<file path="src/rtl/tdm_tx_pkg.sv">
package tdm_tx_pkg;
  localparam int unsigned TDM_MIN_DIV = 8;

  function automatic logic fs_level(input logic in_sync, input logic pol);
    return in_sync ? pol : ~pol;
  endfunction
endpackage

</file>
<file path="src/rtl/tdm_tx_clkdiv.sv">
module tdm_tx_clkdiv
  import tdm_tx_pkg::*;
#(
  parameter int unsigned DIV_W = 8
) (
  input  logic             clk_i,
  input  logic             rst_ni,
  input  logic             run_i,
  input  logic [DIV_W-1:0] div_i,
  output logic             tick_o
);
  logic [DIV_W-1:0] eff_div, cnt_q;

  assign eff_div = (div_i < DIV_W'(TDM_MIN_DIV)) ? DIV_W'(TDM_MIN_DIV) : div_i;
  assign tick_o  = run_i && (cnt_q == eff_div - DIV_W'(1));

  always_ff @(posedge clk_i or negedge rst_ni) begin
    if (!rst_ni)      cnt_q <= '0;
    else if (!run_i)  cnt_q <= '0;
    else if (tick_o)  cnt_q <= '0;
    else              cnt_q <= cnt_q + DIV_W'(1);
  end

  // period checker
  logic [DIV_W-1:0] gap_q;
  logic             seen_q;
  always_ff @(posedge clk_i or negedge rst_ni) begin
    if (!rst_ni) begin
      gap_q  <= '0;
      seen_q <= 1'b0;
    end else if (!run_i) begin
      gap_q  <= '0;
      seen_q <= 1'b0;
    end else if (tick_o) begin
      gap_q  <= '0;
      seen_q <= 1'b1;
    end else begin
      gap_q  <= gap_q + DIV_W'(1);
    end
  end

  AST_TICK_SINGLE: assert property (@(posedge clk_i) disable iff (!rst_ni)
    tick_o |=> !tick_o);
  AST_TICK_PERIOD: assert property (@(posedge clk_i) disable iff (!rst_ni)
    (tick_o && seen_q) |-> (gap_q == eff_div - DIV_W'(1)));
endmodule

</file>
<file path="src/rtl/tdm_tx_cfg.sv">
module tdm_tx_cfg #(
  parameter int unsigned MAX_SLOTS = 8,
  parameter int unsigned MAX_BITS  = 32,
  parameter int unsigned DIV_W     = 8,
  localparam int unsigned BITS_W   = $clog2(MAX_BITS + 1),
  localparam int unsigned CNT_W    = $clog2(MAX_SLOTS + 1),
  localparam int unsigned FB_W     = $clog2(MAX_SLOTS * MAX_BITS + 1)
) (
  input  logic                 clk_i,
  input  logic                 rst_ni,
  input  logic                 en_i,
  input  logic [DIV_W-1:0]     div_i,
  input  logic [BITS_W-1:0]    slot_bits_i,
  input  logic [BITS_W-1:0]    data_bits_i,
  input  logic [CNT_W-1:0]     total_slots_i,
  input  logic [MAX_SLOTS-1:0] slot_mask_i,
  input  logic [FB_W-1:0]      fs_width_i,
  input  logic                 fs_pol_i,
  input  logic                 bit_shift_i,
  input  logic                 lsb_first_i,
  input  logic                 skip_mask_i,
  output logic [DIV_W-1:0]     div_o,
  output logic [BITS_W-1:0]    slot_bits_o,
  output logic [BITS_W-1:0]    data_bits_o,
  output logic [CNT_W-1:0]     nslots_o,
  output logic [FB_W-1:0]      frame_bits_o,
  output logic [FB_W-1:0]      fs_width_o,
  output logic                 fs_pol_o,
  output logic                 bit_shift_o,
  output logic                 lsb_first_o,
  output logic                 skip_mask_o,
  output logic [MAX_SLOTS-1:0] slot_mask_o
);
  logic [BITS_W-1:0] sh_slot, sh_data;
  logic [CNT_W-1:0]  sh_total, need, tot;
  logic [FB_W-1:0]   sh_fs;

  always_ff @(posedge clk_i or negedge rst_ni) begin
    if (!rst_ni) begin
      div_o       <= '0;
      sh_slot     <= '0;
      sh_data     <= '0;
      sh_total    <= '0;
      slot_mask_o <= '0;
      sh_fs       <= '0;
      fs_pol_o    <= 1'b0;
      bit_shift_o <= 1'b0;
      lsb_first_o <= 1'b0;
      skip_mask_o <= 1'b0;
    end else if (!en_i) begin
      div_o       <= div_i;
      sh_slot     <= slot_bits_i;
      sh_data     <= data_bits_i;
      sh_total    <= total_slots_i;
      slot_mask_o <= slot_mask_i;
      sh_fs       <= fs_width_i;
      fs_pol_o    <= fs_pol_i;
      bit_shift_o <= bit_shift_i;
      lsb_first_o <= lsb_first_i;
      skip_mask_o <= skip_mask_i;
    end
  end

  always_comb begin
    need = CNT_W'(1);
    for (int i = 0; i < int'(MAX_SLOTS); i++)
      if (slot_mask_o[i]) need = CNT_W'(i + 1);
  end

  assign tot = (sh_total > CNT_W'(MAX_SLOTS)) ? CNT_W'(MAX_SLOTS) : sh_total;
  assign nslots_o = (tot < need) ? need : tot;

  assign slot_bits_o = (sh_slot == '0) ? BITS_W'(1) :
                       (sh_slot > BITS_W'(MAX_BITS)) ? BITS_W'(MAX_BITS) : sh_slot;
  assign data_bits_o = (sh_data == '0) ? BITS_W'(1) :
                       (sh_data > slot_bits_o) ? slot_bits_o : sh_data;

  assign frame_bits_o = FB_W'(slot_bits_o) * FB_W'(nslots_o);
  assign fs_width_o   = (sh_fs == '0) ? (frame_bits_o >> 1) : sh_fs;
endmodule

</file>
<file path="src/rtl/tdm_tx_seq.sv">
module tdm_tx_seq
  import tdm_tx_pkg::*;
#(
  parameter int unsigned MAX_SLOTS = 8,
  parameter int unsigned MAX_BITS  = 32,
  localparam int unsigned BITS_W   = $clog2(MAX_BITS + 1),
  localparam int unsigned BIT_W    = $clog2(MAX_BITS),
  localparam int unsigned CNT_W    = $clog2(MAX_SLOTS + 1),
  localparam int unsigned SLOT_W   = $clog2(MAX_SLOTS),
  localparam int unsigned FB_W     = $clog2(MAX_SLOTS * MAX_BITS + 1)
) (
  input  logic              clk_i,
  input  logic              rst_ni,
  input  logic              run_i,
  input  logic              tick_i,
  input  logic [BITS_W-1:0] slot_bits_i,
  input  logic [CNT_W-1:0]  nslots_i,
  input  logic [FB_W-1:0]   frame_bits_i,
  input  logic [FB_W-1:0]   fs_width_i,
  input  logic              fs_pol_i,
  output logic [SLOT_W-1:0] slot_o,
  output logic [BIT_W-1:0]  bit_o,
  output logic              ws_o
);
  logic [FB_W-1:0] pos_q;
  logic            last_bit, last_slot;

  assign last_bit  = (bit_o == BIT_W'(slot_bits_i - BITS_W'(1)));
  assign last_slot = (slot_o == SLOT_W'(nslots_i - CNT_W'(1)));

  always_ff @(posedge clk_i or negedge rst_ni) begin
    if (!rst_ni) begin
      pos_q  <= '0;
      slot_o <= '0;
      bit_o  <= '0;
      ws_o   <= 1'b0;
    end else if (!run_i) begin
      pos_q  <= '0;
      slot_o <= '0;
      bit_o  <= '0;
      ws_o   <= ~fs_pol_i;
    end else if (tick_i) begin
      ws_o  <= fs_level(pos_q < fs_width_i, fs_pol_i);
      pos_q <= (pos_q == frame_bits_i - FB_W'(1)) ? '0 : pos_q + FB_W'(1);
      if (last_bit) begin
        bit_o  <= '0;
        slot_o <= last_slot ? '0 : slot_o + SLOT_W'(1);
      end else begin
        bit_o  <= bit_o + BIT_W'(1);
      end
    end
  end

  AST_WS_HOLD: assert property (@(posedge clk_i) disable iff (!rst_ni)
    ($past(run_i) && !$past(tick_i)) |-> $stable(ws_o));
  AST_SLOT_RANGE: assert property (@(posedge clk_i) disable iff (!rst_ni)
    run_i |-> (CNT_W'(slot_o) < nslots_i));
endmodule

</file>
<file path="src/rtl/tdm_tx.sv">
module tdm_tx
  import tdm_tx_pkg::*;
#(
  parameter int unsigned MAX_SLOTS = 8,
  parameter int unsigned MAX_BITS  = 32,
  parameter int unsigned DIV_W     = 8,
  localparam int unsigned BITS_W   = $clog2(MAX_BITS + 1),
  localparam int unsigned BIT_W    = $clog2(MAX_BITS),
  localparam int unsigned CNT_W    = $clog2(MAX_SLOTS + 1),
  localparam int unsigned SLOT_W   = $clog2(MAX_SLOTS),
  localparam int unsigned FB_W     = $clog2(MAX_SLOTS * MAX_BITS + 1)
) (
  input  logic                 clk_i,
  input  logic                 rst_ni,
  input  logic                 en_i,
  input  logic [DIV_W-1:0]     cfg_div_i,
  input  logic [BITS_W-1:0]    cfg_slot_bits_i,
  input  logic [BITS_W-1:0]    cfg_data_bits_i,
  input  logic [CNT_W-1:0]     cfg_total_slots_i,
  input  logic [MAX_SLOTS-1:0] cfg_slot_mask_i,
  input  logic [FB_W-1:0]      cfg_fs_width_i,
  input  logic                 cfg_fs_pol_i,
  input  logic                 cfg_bit_shift_i,
  input  logic                 cfg_lsb_first_i,
  input  logic                 cfg_skip_mask_i,
  input  logic                 s_valid_i,
  input  logic [MAX_BITS-1:0]  s_data_i,
  output logic                 s_ready_o,
  output logic                 bclk_en_o,
  output logic                 ws_o,
  output logic                 sd_o,
  output logic                 underrun_o
);
  logic [DIV_W-1:0]     div;
  logic [BITS_W-1:0]    slot_bits, data_bits;
  logic [CNT_W-1:0]     nslots;
  logic [FB_W-1:0]      frame_bits, fs_width;
  logic                 fs_pol, bit_shift, lsb_first, skip_mask;
  logic [MAX_SLOTS-1:0] slot_mask;
  logic [SLOT_W-1:0]    slot_idx;
  logic [BIT_W-1:0]     bit_idx, sel;
  logic                 tick, slot_start, active, consume, u_bit, u_prev_q;
  logic [MAX_BITS-1:0]  load_val, word_now, cur_word_q;

  tdm_tx_cfg #(.MAX_SLOTS(MAX_SLOTS), .MAX_BITS(MAX_BITS), .DIV_W(DIV_W)) cfg_i (
    .clk_i, .rst_ni, .en_i,
    .div_i(cfg_div_i), .slot_bits_i(cfg_slot_bits_i), .data_bits_i(cfg_data_bits_i),
    .total_slots_i(cfg_total_slots_i), .slot_mask_i(cfg_slot_mask_i),
    .fs_width_i(cfg_fs_width_i), .fs_pol_i(cfg_fs_pol_i), .bit_shift_i(cfg_bit_shift_i),
    .lsb_first_i(cfg_lsb_first_i), .skip_mask_i(cfg_skip_mask_i),
    .div_o(div), .slot_bits_o(slot_bits), .data_bits_o(data_bits), .nslots_o(nslots),
    .frame_bits_o(frame_bits), .fs_width_o(fs_width), .fs_pol_o(fs_pol),
    .bit_shift_o(bit_shift), .lsb_first_o(lsb_first), .skip_mask_o(skip_mask),
    .slot_mask_o(slot_mask)
  );

  tdm_tx_clkdiv #(.DIV_W(DIV_W)) div_i (
    .clk_i, .rst_ni, .run_i(en_i), .div_i(div), .tick_o(tick)
  );

  tdm_tx_seq #(.MAX_SLOTS(MAX_SLOTS), .MAX_BITS(MAX_BITS)) seq_i (
    .clk_i, .rst_ni, .run_i(en_i), .tick_i(tick),
    .slot_bits_i(slot_bits), .nslots_i(nslots), .frame_bits_i(frame_bits),
    .fs_width_i(fs_width), .fs_pol_i(fs_pol),
    .slot_o(slot_idx), .bit_o(bit_idx), .ws_o(ws_o)
  );

  assign bclk_en_o  = tick;
  assign slot_start = (bit_idx == '0);
  assign active     = slot_mask[slot_idx];
  assign consume    = skip_mask ? active : 1'b1;
  assign s_ready_o  = tick && slot_start && consume;

  // words for disabled slots are taken but dropped
  assign load_val = (active && s_valid_i) ? s_data_i : '0;
  assign word_now = slot_start ? load_val : cur_word_q;
  assign sel      = lsb_first ? bit_idx
                              : BIT_W'(data_bits - BITS_W'(1) - BITS_W'(bit_idx));
  assign u_bit    = (BITS_W'(bit_idx) < data_bits) ? word_now[sel] : 1'b0;

  always_ff @(posedge clk_i or negedge rst_ni) begin
    if (!rst_ni) begin
      cur_word_q <= '0;
      u_prev_q   <= 1'b0;
      sd_o       <= 1'b0;
      underrun_o <= 1'b0;
    end else if (!en_i) begin
      cur_word_q <= '0;
      u_prev_q   <= 1'b0;
      sd_o       <= 1'b0;
      underrun_o <= 1'b0;
    end else begin
      underrun_o <= tick && slot_start && active && !s_valid_i;
      if (tick) begin
        if (slot_start) cur_word_q <= load_val;
        u_prev_q <= u_bit;
        sd_o     <= bit_shift ? u_prev_q : u_bit;
      end
    end
  end

  AST_UNDERRUN_CAUSE: assert property (@(posedge clk_i) disable iff (!rst_ni)
    underrun_o |-> ($past(bclk_en_o) && !$past(s_valid_i)));
  AST_SD_IDLE: assert property (@(posedge clk_i) disable iff (!rst_ni)
    !$past(en_i) |-> !sd_o);
endmodule

</file>
<file path="config.mk">
export PLATFORM = sky130hd
export DESIGN_NAME = tdm_tx
export DESIGN_NICKNAME = d
export VERILOG_FILES = /design/src/rtl/tdm_tx_pkg.sv /design/src/rtl/tdm_tx_clkdiv.sv /design/src/rtl/tdm_tx_cfg.sv /design/src/rtl/tdm_tx_seq.sv /design/src/rtl/tdm_tx.sv
export SDC_FILE = /design/constraint.sdc
export NUM_CORES = 1
export LEC_CHECK = 0
export BUFFER_PORTS_ARGS = -buffer_cell sky130_fd_sc_hd__buf_4
export CAP_MARGIN = 15
export CORE_ASPECT_RATIO = 0.6
export CORE_MARGIN = 5
export CORE_UTILIZATION = 53
export CTS_CLUSTER_DIAMETER = 80
export DETAILED_ROUTE_END_ITERATION = 6
export PLACE_DENSITY_LB_ADDON = 0.3
export RECOVER_POWER = 25
export SETUP_SLACK_MARGIN = 0.02
export SYNTH_ARGS = -nofsm -noshare
export SYNTH_HDL_FRONTEND = slang
export SYNTH_SLANG_ARGS = --single-unit
</file>
<file path="constraint.sdc">
create_clock -name clk_i -period 6 [get_ports clk_i]
set_clock_uncertainty 0.05 [all_clocks]
set_input_delay 0.9 -clock clk_i [delete_from_list [all_inputs] [get_ports clk_i]]
set_output_delay 0.9 -clock clk_i [all_outputs]
set_load 0.02 [all_outputs]
</file>
==> results.yml, run 1 <==
run_status:
  status: "finished with violations"
  violations: "max-capacitance violations, max-slew violations"
floorplan:
  pin_count: 86
  initial_utilization_pct: 53.46
  fp.dieArea_um2: 17040
  rows: 34
  core_um2: 14340
  die_y_um: 103.1
  die_x_um: 165.2
critical_path:
  max_stage_delay_ns: 0.50
  critical_path_buf_inv_count: 2
  critical_path_class: "flop to flop"
  crit_family: "adder cells"
  crit_top_cell: "o21a_1"
  crit_chain: "nor2_2, o21ai_1, nand2_1, nand2_2, ha_2, or3_1, o221a_2, o21a_1, or3_4, nand2_2, nand2_1, fa_1, inv_1, fa_1, ha_1, o21a_1, o31a_1, o21a_1, nor2_4, xnor3_1, xnor2_1, o41ai_2, buf_4, o31ai_1"
  crit_path_start_kind: "flop"
  crit_path_top_delay_cell: "fa_1"
  arrival_ns: 5.90
  cp_max_fo: 9
  endpoint_kind: "flop"
  cp_data_required_time_ns: 6.15
power_and_ir_drop:
  power.density_nw_per_um2: 249.0
  vdd_drop_max_uv: 156.7
  power_mw: 2.229
  p_leak_nw: 3.966
clocking:
  clock-sinks: 106
  clk_pin_slew_ns: 0.08
  clk_path_buf_depth: 2
  cts_root_buf: "clkbuf_16"
  cts_tree: "built"
  insertion_delay_ns: 0.36
  cts_buffers: 9
  h-tree-depth: 3
  ctsHoldBuffers: 0
yosys:
  synth.cell_area_um2: 7664
  yosysTopAreaCellShare_pct: 34.61
  syn_nets: 950
  synth.distinct_cells: 74
  ys_seq_elements: 106
  syn_area_per_cell_um2: 9.426
  yosys_warnings: 0
  synthTopCellsByArea: "dfrtp_1 35%, ha_1 7.7%, mux2_2 7.5%"
  synth_edf_count: 0
  synth_largest_area_cell: "dfrtp_1"
  synth_async_sr_flop_share_pct: 100.0
  ys.flop_type: "dfrtp_1"
  ys_seq_area_share_pct: 34.61
  synthCells: 813
placement:
  place_ws_ns: -0.08784
  place_inst: 1082
  dpl-instance-area_um2: 8579
  io_buffers: 85
  gp_congestion: 0.9269
  place_hpwl_um: 14000
detailed_routing:
  ant_nets: 0
  wl_met2_um: 7505
  remaining_drc_errors: 0
  wl_met3_um: 1577
  vias_per_cell: 5.888
  post_drt_wl_per_cell_um: 17.15
  drtPass1Iterations: 5
  drt-total-wl_um: 18920
  drt-met1-wl_um: 9672
  highest_layer: "met4"
  vias: 6495
  drt_iter0_drc: 557
finish:
  seq_area_um2: 2653
  utilization_pct: 62.45
  fin_nets: 1037
  stdcell_count: 1103
  design_area_um2: 8952
  nFillCells: 1211
  num_antenna_cells: 0
  syn_to_final_growth_pct: 16.82
  multi_input_area_um2: 4756
  drive_gt1_share_pct: 23.76
timing:
  rsz0062_at_grt: "yes"
  drv_slew: 101
  worst_hold_slack_ns: 0.4406
  fin_crit_sh_pct: 95.82
  clock.fmax_ghz: 0.1739
  setup_violations: 0
  slew_headroom_pct: -97.70
  period_needed_ns: 5.749
  fin_ws_ns: 0.2510
  worst_pin_slew_ns: 2.966
  tns_ns: 0
  finalHoldViolations: 0
min_path:
  hold_class: "flop to flop"
global_route:
  grt_max_degree: 65
  overflow: 0
  grt_pass1_wl_um: 31000
  grt.total_usage_pct: 22.83
  grt_pass1_vias: 6073
  antenna_found_initial: 0
run:
  drv_cap: 2
[per-layer routing]
metal / GRT usage, % / vias up
met2: 30.61 / 229
met1: 36.12 / 3113
met3: 6.672 / 15
li1: - / 3138
met4: 4.345 / 0
met5: 0 / -
[cell usage after synthesis (8+ instances only)]
cell,n
xnor2_1,31
nor4_1,12
nor2b_1,12
nand3_1,15
ha_1,47
nand2_1,53
a211oi_1,11
o21ai_0,28
xor2_1,16
fa_1,9
mux2i_1,15
dfrtp_1,106
a21oi_1,37
inv_1,44
nor2_1,101
a22oi_1,33
nor3_1,10
mux2_2,51
clkbuf_1,28
a21o_1,8
[cell type report]
cell class	instances	share of cell area, %
inverter	44	1.845
sequential	106	29.63
clock buffer	13	2.907
clock inverter	3	0.2516
timing repair buffer	114	9.476
tap	198	2.767
multi-input combinational	625	53.12
[logic make-up (layout without fill, tap and decap cells)]
| logic type | count (synthesis) | after routing | synth area share (%) |
|---|---|---|---|
| AND/OR/NAND/NOR | 251 | 251 | 15.69 |
| AO/OA/AOI/OAI | 197 | 197 | 18.30 |
| flip-flops | 106 | 106 | 34.61 |
| buffers and inverters | 82 | 174 | 4.196 |
| multiplexers | 72 | 72 | 11.22 |
| adder cells (fa/ha/maj) | 56 | 56 | 10.02 |
| XOR/XNOR | 49 | 49 | 5.959 |
[power breakdown]
part	total, mW	internal (mW)	switching, mW
logic	0.858	0.396	0.462
registers	0.793	0.749	0.0441
clock network	0.578	0.307	0.271
[worst register-to-register path: cells and delay by family, from the launching register on]
kind / cells / cell delay (ns)
XOR/XNOR: 2 / 0.50
adder cells (fa/ha/maj): 4 / 1.55
flip-flops: 1 / 0.39
AO/OA/AOI/OAI: 8 / 1.46
AND/OR/NAND/NOR: 8 / 1.35
buffers and inverters: 2 / 0.28
[state kept, by name, indices dropped and copies added, names as in the netlist, 6 cells and up]
register,flops
cur_word_q,32
cfg_i.sh_fs,9
seq_i.pos_q,9
cfg_i.div_o,8
cfg_i.slot_mask_o,8
div_i.cnt_q,8
cfg_i.sh_data,6
cfg_i.sh_slot,6
[cells in the final DEF (no fill, tap or decap), drive strengths merged, types with 4 or more instances in the layout]
cell type,count
mux2i,15
a21o,8
mux4,6
nand3,15
buf,112
xnor2,31
dfrtp,106
o31a,4
a221oi,5
o22ai,6
nor3,10
nand2b,6
a31oi,7
xor2,16
or2,6
nand3b,5
o211ai,5
and3,7
ha,47
nor4,12
nor2b,12
nand4,5
mux2,51
fa,9
o31ai,7
o21a,6
inv,45
nor2,101
or4,7
o21ai,29
a21oi,37
nand2,53
a22oi,33
a211oi,12
or3,4
clkbuf,15
o32ai,5
[path summary, 6_finish.rpt]
path	startpoint	endpoint	slack, ns	cells past startpoint
worst max-delay path	cfg_i.slot_mask_o[4]	seq_i.pos_q[1]	0.25	24
worst min register to register	u_prev_q	u_prev_q	0.44	2
max in group asynchronous	rst_ni	cfg_i.div_o[5]	2.89	2
min in group asynchronous	rst_ni	cfg_i.sh_total[0]	1.17	1
worst min-delay path	u_prev_q	u_prev_q	0.44	2
worst max register to register	cfg_i.slot_mask_o[4]	seq_i.pos_q[1]	0.25	24
[repair_timing]
action,CTS,global route
endpoints found under the setup margin,9,10
pin swaps,1,20
buffers inserted,0,5
endpoints found under the hold margin,0,0
gates resized for setup,5,13
No activity file was read; power rests on OpenSTA's default activity.
==> run 2: changes to the inputs <==
--- a/config.mk
+++ b/config.mk
@@ -9,11 +9,11 @@
 export CAP_MARGIN = 15
 export CORE_ASPECT_RATIO = 0.6
 export CORE_MARGIN = 5
-export CORE_UTILIZATION = 53
+export CORE_UTILIZATION = 55
 export CTS_CLUSTER_DIAMETER = 80
 export DETAILED_ROUTE_END_ITERATION = 6
 export PLACE_DENSITY_LB_ADDON = 0.3
-export RECOVER_POWER = 25
+export RECOVER_POWER = 50
 export SETUP_SLACK_MARGIN = 0.02
 export SYNTH_ARGS = -nofsm -noshare
 export SYNTH_HDL_FRONTEND = slang
==> constraint.sdc (replaced) <==
create_clock -name clk_i -period 6.19 [get_ports clk_i]
set_clock_uncertainty 0.05 [all_clocks]
set_input_delay 0.9285 -clock clk_i [delete_from_list [all_inputs] [get_ports clk_i]]
set_output_delay 0.9285 -clock clk_i [all_outputs]
set_load 0.02 [all_outputs]
==> results.yml, run 2 (same netlist as run 1, synthesis figures left out) <==
finish:
  layout_common_cells: "106 x dfrtp_1, 100 x buf_4, 98 x nor2_1, 52 x nand2_1, 50 x mux2_2"
  largest_reg_flops: 32
  max_flop_register: "cur_word_q"
  design_area_um2: 8895
  layout_commonest_cell: "dfrtp_1"
  fin_nets: 1030
  num_antenna_cells: 0
  drive_gt1_share_pct: 22.83
  syn_to_final_growth_pct: 16.07
  top_regs: "cur_word_q x32, cfg_i.sh_fs x9, seq_i.pos_q x9"
floorplan:
  fp.dieArea_um2: 16470
  die_x_um: 162.4
  rows: 33
  core_um2: 13670
  initial_utilization_pct: 56.07
  pin_count: 86
  die_y_um: 101.4
global_route:
  grt_pass1_wl_um: 31780
  grt.total_usage_pct: 23.74
  grt_pass1_vias: 6179
  antenna_found_initial: 0
  grt_max_degree: 63
  overflow: 0
placement:
  place_hpwl_um: 14150
  dpl-instance-area_um2: 8519
  gp_congestion: 0.9235
  io_buffers: 85
  place_ws_ns: 0.02995
critical_path:
  arrival_ns: 6.07
  critical_path_buf_inv_count: 2
  cp_max_fo: 5
  crit_family: "adder cells"
  r2r_slack_ns: 0.30
  reg2reg_to: "seq_i.ws_o"
  endpoint_kind: "flop"
  critical_path_class: "flop to flop"
  ff2ff_path_depth: 28
  r2r-start: "cfg_i.slot_mask_o[3]"
  cp_data_required_time_ns: 6.37
  max_stage_delay_ns: 0.54
  crit_path_start_kind: "flop"
  crit_path_top_delay_cell: "fa_1"
timing:
  drv_slew: 165
  fin_crit_sh_pct: 95.08
  fin_ws_ns: 0.3046
  finalHoldViolations: 0
  worst_pin_slew_ns: 2.914
  setup_violations: 0
  period_needed_ns: 5.885
  clock.fmax_ghz: 0.1699
  slew_headroom_pct: -94.27
detailed_routing:
  highest_layer: "met4"
  ant_nets: 0
  drt-met1-wl_um: 9783
  wl_met3_um: 1472
  drtPass1Iterations: 5
  vias_per_cell: 6.003
  wl_met2_um: 7751
  post_drt_wl_per_cell_um: 17.59
  vias: 6543
  remaining_drc_errors: 0
  drt-total-wl_um: 19170
  drt_iter0_drc: 620
run_status:
  violations: "max-capacitance violations, max-slew violations"
  status: "finished with violations"
power_and_ir_drop:
  power.density_nw_per_um2: 244.7
  p_leak_nw: 3.921
  vdd_drop_max_uv: 141.7
clocking:
  cts_buffers: 9
  ctsHoldBuffers: 0
  cts_root_buf: "clkbuf_16"
  h-tree-depth: 3
  clk_pin_slew_ns: 0.07
  insertion_delay_ns: 0.35
  cts_tree: "built"
  clk_path_buf_depth: 2
  clock-sinks: 106
min_path:
  hold_depth: 1
  hold_end: "seq_i.ws_o"
  hold_start: "cfg_i.fs_pol_o"
  hold_class: "flop to flop"
run:
  drv_cap: 3
==> run 2: cell count changes in the layout (fill, tap and decap cells not counted), sizes merged <==
cell,previous run,this run
clkinvlp,0,1
bufinv,0,1
inv,45,46
clkbuf,15,16
clkinv,2,3
buf,112,100
==> run 2: metrics by stage <==
step	cells	setup TNS (ns)	power, mW	hold WS [ns]	util (%)
5_1_grt	1090	-0.01821	2.298	0.4598	65.08
6_report	1090	0	2.176	0.4186	65.08
2_1_floorplan	813	0	1.333	0.3814	-
3_3_place_gp	1069	0	1.536	0.4058	62.34
3_5_place_dp	1069	0	1.550	0.4027	62.34
4_1_cts	1085	0	2.152	0.4242	64.63
==> run 2: worst reg2reg max path, delay by kind of cell, from the launching register on <==
kind	cells	cell delay [ns]
AND/OR/NAND/NOR	7	1.00
AO/OA/AOI/OAI	12	1.80
adder cells (fa/ha/maj)	5	1.85
buffers and inverters	2	0.20
XOR/XNOR	1	0.16
flip-flops	1	0.43
multiplexers	1	0.28
==> run 2: power by group <==
group | switching (mW) | internal, mW | leakage (nW)
Sequential | 0.0444 | 0.725 | 1.37
Clock | 0.273 | 0.318 | 0.148
Combinational | 0.444 | 0.372 | 2.40
Total | 0.762 | 1.41 | 3.92
==> run 2: layout make-up <==
class                      count  area, um2
clock buffer                   9      225.2
clock inverter                 7      76.32
fill                        1100       4772
inverter                      44      165.2
multi-input combinational    625       4757
sequential                   106       2653
tap                          192      240.2
timing repair buffer         107      778.2
==> run 2: worst max-delay path by stage <==
stage	from	endpoint	slack [ns]	depth (start not counted)
after floorplan	cfg_i.slot_mask_o[3]	seq_i.pos_q[0]	0.40	23
after global placement	cfg_i.slot_mask_o[3]	seq_i.ws_o	0.23	28
after detailed placement	cfg_i.slot_mask_o[3]	seq_i.ws_o	0.03	28
after CTS	cfg_i.slot_mask_o[3]	seq_i.ws_o	0.05	28
after global routing	cfg_i.slot_mask_o[3]	seq_i.ws_o	-0.02	27
final	cfg_i.slot_mask_o[3]	seq_i.ws_o	0.30	28
==> run 2: per-layer routing <==
layer / global-route usage (%) / up-vias
li1: - / 3123
met1: 37.59 / 3169
met2: 33.00 / 235
met3: 5.734 / 16
met4: 4.418 / 0
met5: 0 / -
==> run 2: what timing repair did <==
| item | 4_1_cts | 5_1_grt |
|---|---|---|
| gates resized for setup | 2 | 15 |
| pin swaps | 0 | 9 |
| endpoints found under the setup margin | 1 | 10 |
| buffers inserted | 0 | 5 |
| cloned | 0 | 0 |
==> run 3: changes to the inputs <==
--- a/config.mk
+++ b/config.mk
@@ -14,7 +14,9 @@
 export DETAILED_ROUTE_END_ITERATION = 6
 export PLACE_DENSITY_LB_ADDON = 0.3
 export RECOVER_POWER = 50
+export REMOVE_ABC_BUFFERS = 1
 export SETUP_SLACK_MARGIN = 0.02
 export SYNTH_ARGS = -nofsm -noshare
 export SYNTH_HDL_FRONTEND = slang
 export SYNTH_SLANG_ARGS = --single-unit
+export TNS_END_PERCENT = 10
==> constraint.sdc (replaced) <==
create_clock -name clk_i -period 7.1 [get_ports clk_i]
set_clock_uncertainty 0.05 [all_clocks]
set_input_delay 1.065 -clock clk_i [delete_from_list [all_inputs] [get_ports clk_i]]
set_output_delay 1.065 -clock clk_i [all_outputs]
set_load 0.02 [all_outputs]
==> results.yml, run 3 (same netlist as run 1, synthesis figures left out) <==
global_route:
  grt_pass1_vias: 6252
  antenna_found_initial: 0
  grt.total_usage_pct: 24.20
  grt_max_degree: 72
  overflow: 0
  grt_pass1_wl_um: 32260
critical_path:
  arrival_ns: 6.60
  cp_max_fo: 9
  endpoint_kind: "flop"
  crit_path_start_kind: "flop"
  ff2ff_path_depth: 23
  critical_path_class: "flop to flop"
  reg2reg_to: "seq_i.pos_q[7]"
  r2r_slack_ns: 0.64
  cp_data_required_time_ns: 7.24
  r2r-start: "cfg_i.slot_mask_o[3]"
clocking:
  cts-resized-gates: 0
  clk_pin_slew_ns: 0.08
  clock-sinks: 106
  cts_buffers: 9
  clk_path_buf_depth: 2
  insertion_delay_ns: 0.36
  ctsHoldBuffers: 0
  h-tree-depth: 3
  cts_tree: "built"
  post_cts_buffers: 0
  cts_root_buf: "clkbuf_16"
finish:
  syn_to_final_growth_pct: 14.17
  layout_commonest_cell: "dfrtp_1"
  design_area_um2: 8750
  top_regs: "cur_word_q x32, cfg_i.sh_fs x9, seq_i.pos_q x9"
  fin_nets: 1015
  num_antenna_cells: 0
  max_flop_register: "cur_word_q"
  utilization_pct: 64.02
  largest_reg_flops: 32
  drive_gt1_share_pct: 20.16
  stdcell_count: 1075
  layout_common_cells: "106 x dfrtp_1, 100 x nor2_1, 85 x buf_4, 53 x nand2_1, 51 x mux2_2"
placement:
  io_buffers: 85
  place_ws_ns: 0.7399
  dpl-instance-area_um2: 8444
  gp_congestion: 0.9114
  place_hpwl_um: 14330
  place_inst: 1059
floorplan:
  die_x_um: 162.4
  core_um2: 13670
  fp.dieArea_um2: 16470
  pin_count: 86
  rows: 33
  initial_utilization_pct: 56.07
  die_y_um: 101.4
power_and_ir_drop:
  vdd_drop_max_uv: 138.2
  power.density_nw_per_um2: 218.0
  power_mw: 1.907
  p_leak_nw: 3.856
detailed_routing:
  vias: 6568
  drtPass1Iterations: 5
  drt-total-wl_um: 19510
  ant_nets: 0
  drt_iter0_drc: 673
  remaining_drc_errors: 0
  post_drt_wl_per_cell_um: 18.14
  vias_per_cell: 6.110
timing:
  tns_ns: 0
  finalHoldViolations: 0
  drv_slew: 155
  setup_violations: 0
  clock.fmax_ghz: 0.1548
  rsz0062_at_grt: "no"
  worst_pin_slew_ns: 2.542
  fin_crit_sh_pct: 90.98
  worst_hold_slack_ns: 0.4140
  slew_headroom_pct: -69.48
  period_needed_ns: 6.460
  fin_ws_ns: 0.6402
run_status:
  violations: "max-capacitance violations, max-slew violations"
  status: "finished with violations"
min_path:
  hold_depth: 1
  hold_end: "seq_i.ws_o"
  hold_class: "flop to flop"
  hold_start: "cfg_i.fs_pol_o"
run:
  drv_cap: 3
[run 3: where the power goes]
group,switching (mW),total (mW),internal [mW]
clock,0.262,0.551,0.289
sequential,0.0391,0.671,0.632
combinational,0.388,0.685,0.297
[run 3: how the worst max path moves through the flow]
stage / from / endpoint / slack [ns] / cells past startpoint
floorplan: cfg_i.slot_mask_o[3] / seq_i.pos_q[0] / 1.29 / 23
global placement: cfg_i.slot_mask_o[3] / seq_i.pos_q[5] / 0.93 / 23
detailed placement: cfg_i.slot_mask_o[3] / seq_i.pos_q[7] / 0.74 / 23
CTS: cfg_i.slot_mask_o[3] / seq_i.pos_q[5] / 0.71 / 23
global route: cfg_i.slot_mask_o[3] / seq_i.ws_o / 0.24 / 28
finish: cfg_i.slot_mask_o[3] / seq_i.pos_q[7] / 0.64 / 23
[run 3: critical path, stage by stage (launching register included)]
cell,delay (ns)
dfrtp_1,0.41
nor2_1,0.15
o21ai_0,0.10
nand2_1,0.07
nand2_1,0.08
ha_1,0.24
or3_1,0.36
o221a_2,0.23
o21a_1,0.19
or3_1,0.40
nand2_1,0.12
nand2_1,0.08
fa_1,0.54
fa_1,0.56
inv_1,0.05
ha_1,0.33
nor2b_1,0.15
o31a_1,0.25
o21a_1,0.16
nor2_1,0.19
xnor3_1,0.38
xnor2_1,0.16
o41ai_2,0.87
a211oi_1,0.16
[run 3: layout make-up]
| class | instances | area [um2] |
|---|---|---|
| flip-flops and latches | 106 | 2653 |
| clock buffers | 9 | 225.2 |
| multi-input cells | 625 | 4696 |
| inverters | 44 | 165.2 |
| fillers | 1120 | 4917 |
| repair buffers | 92 | 665.6 |
| well taps | 192 | 240.2 |
| clock inverters | 7 | 105.1 |
[run 3: metal layers]
layer	vias to the layer above	routed length [um]	global-route usage [%]
met1	3213	9905	38.59
met5	-	0	0
li1	3079	-	-
met4	0	198	5.003
met2	253	7752	32.97
met3	23	1648	5.978
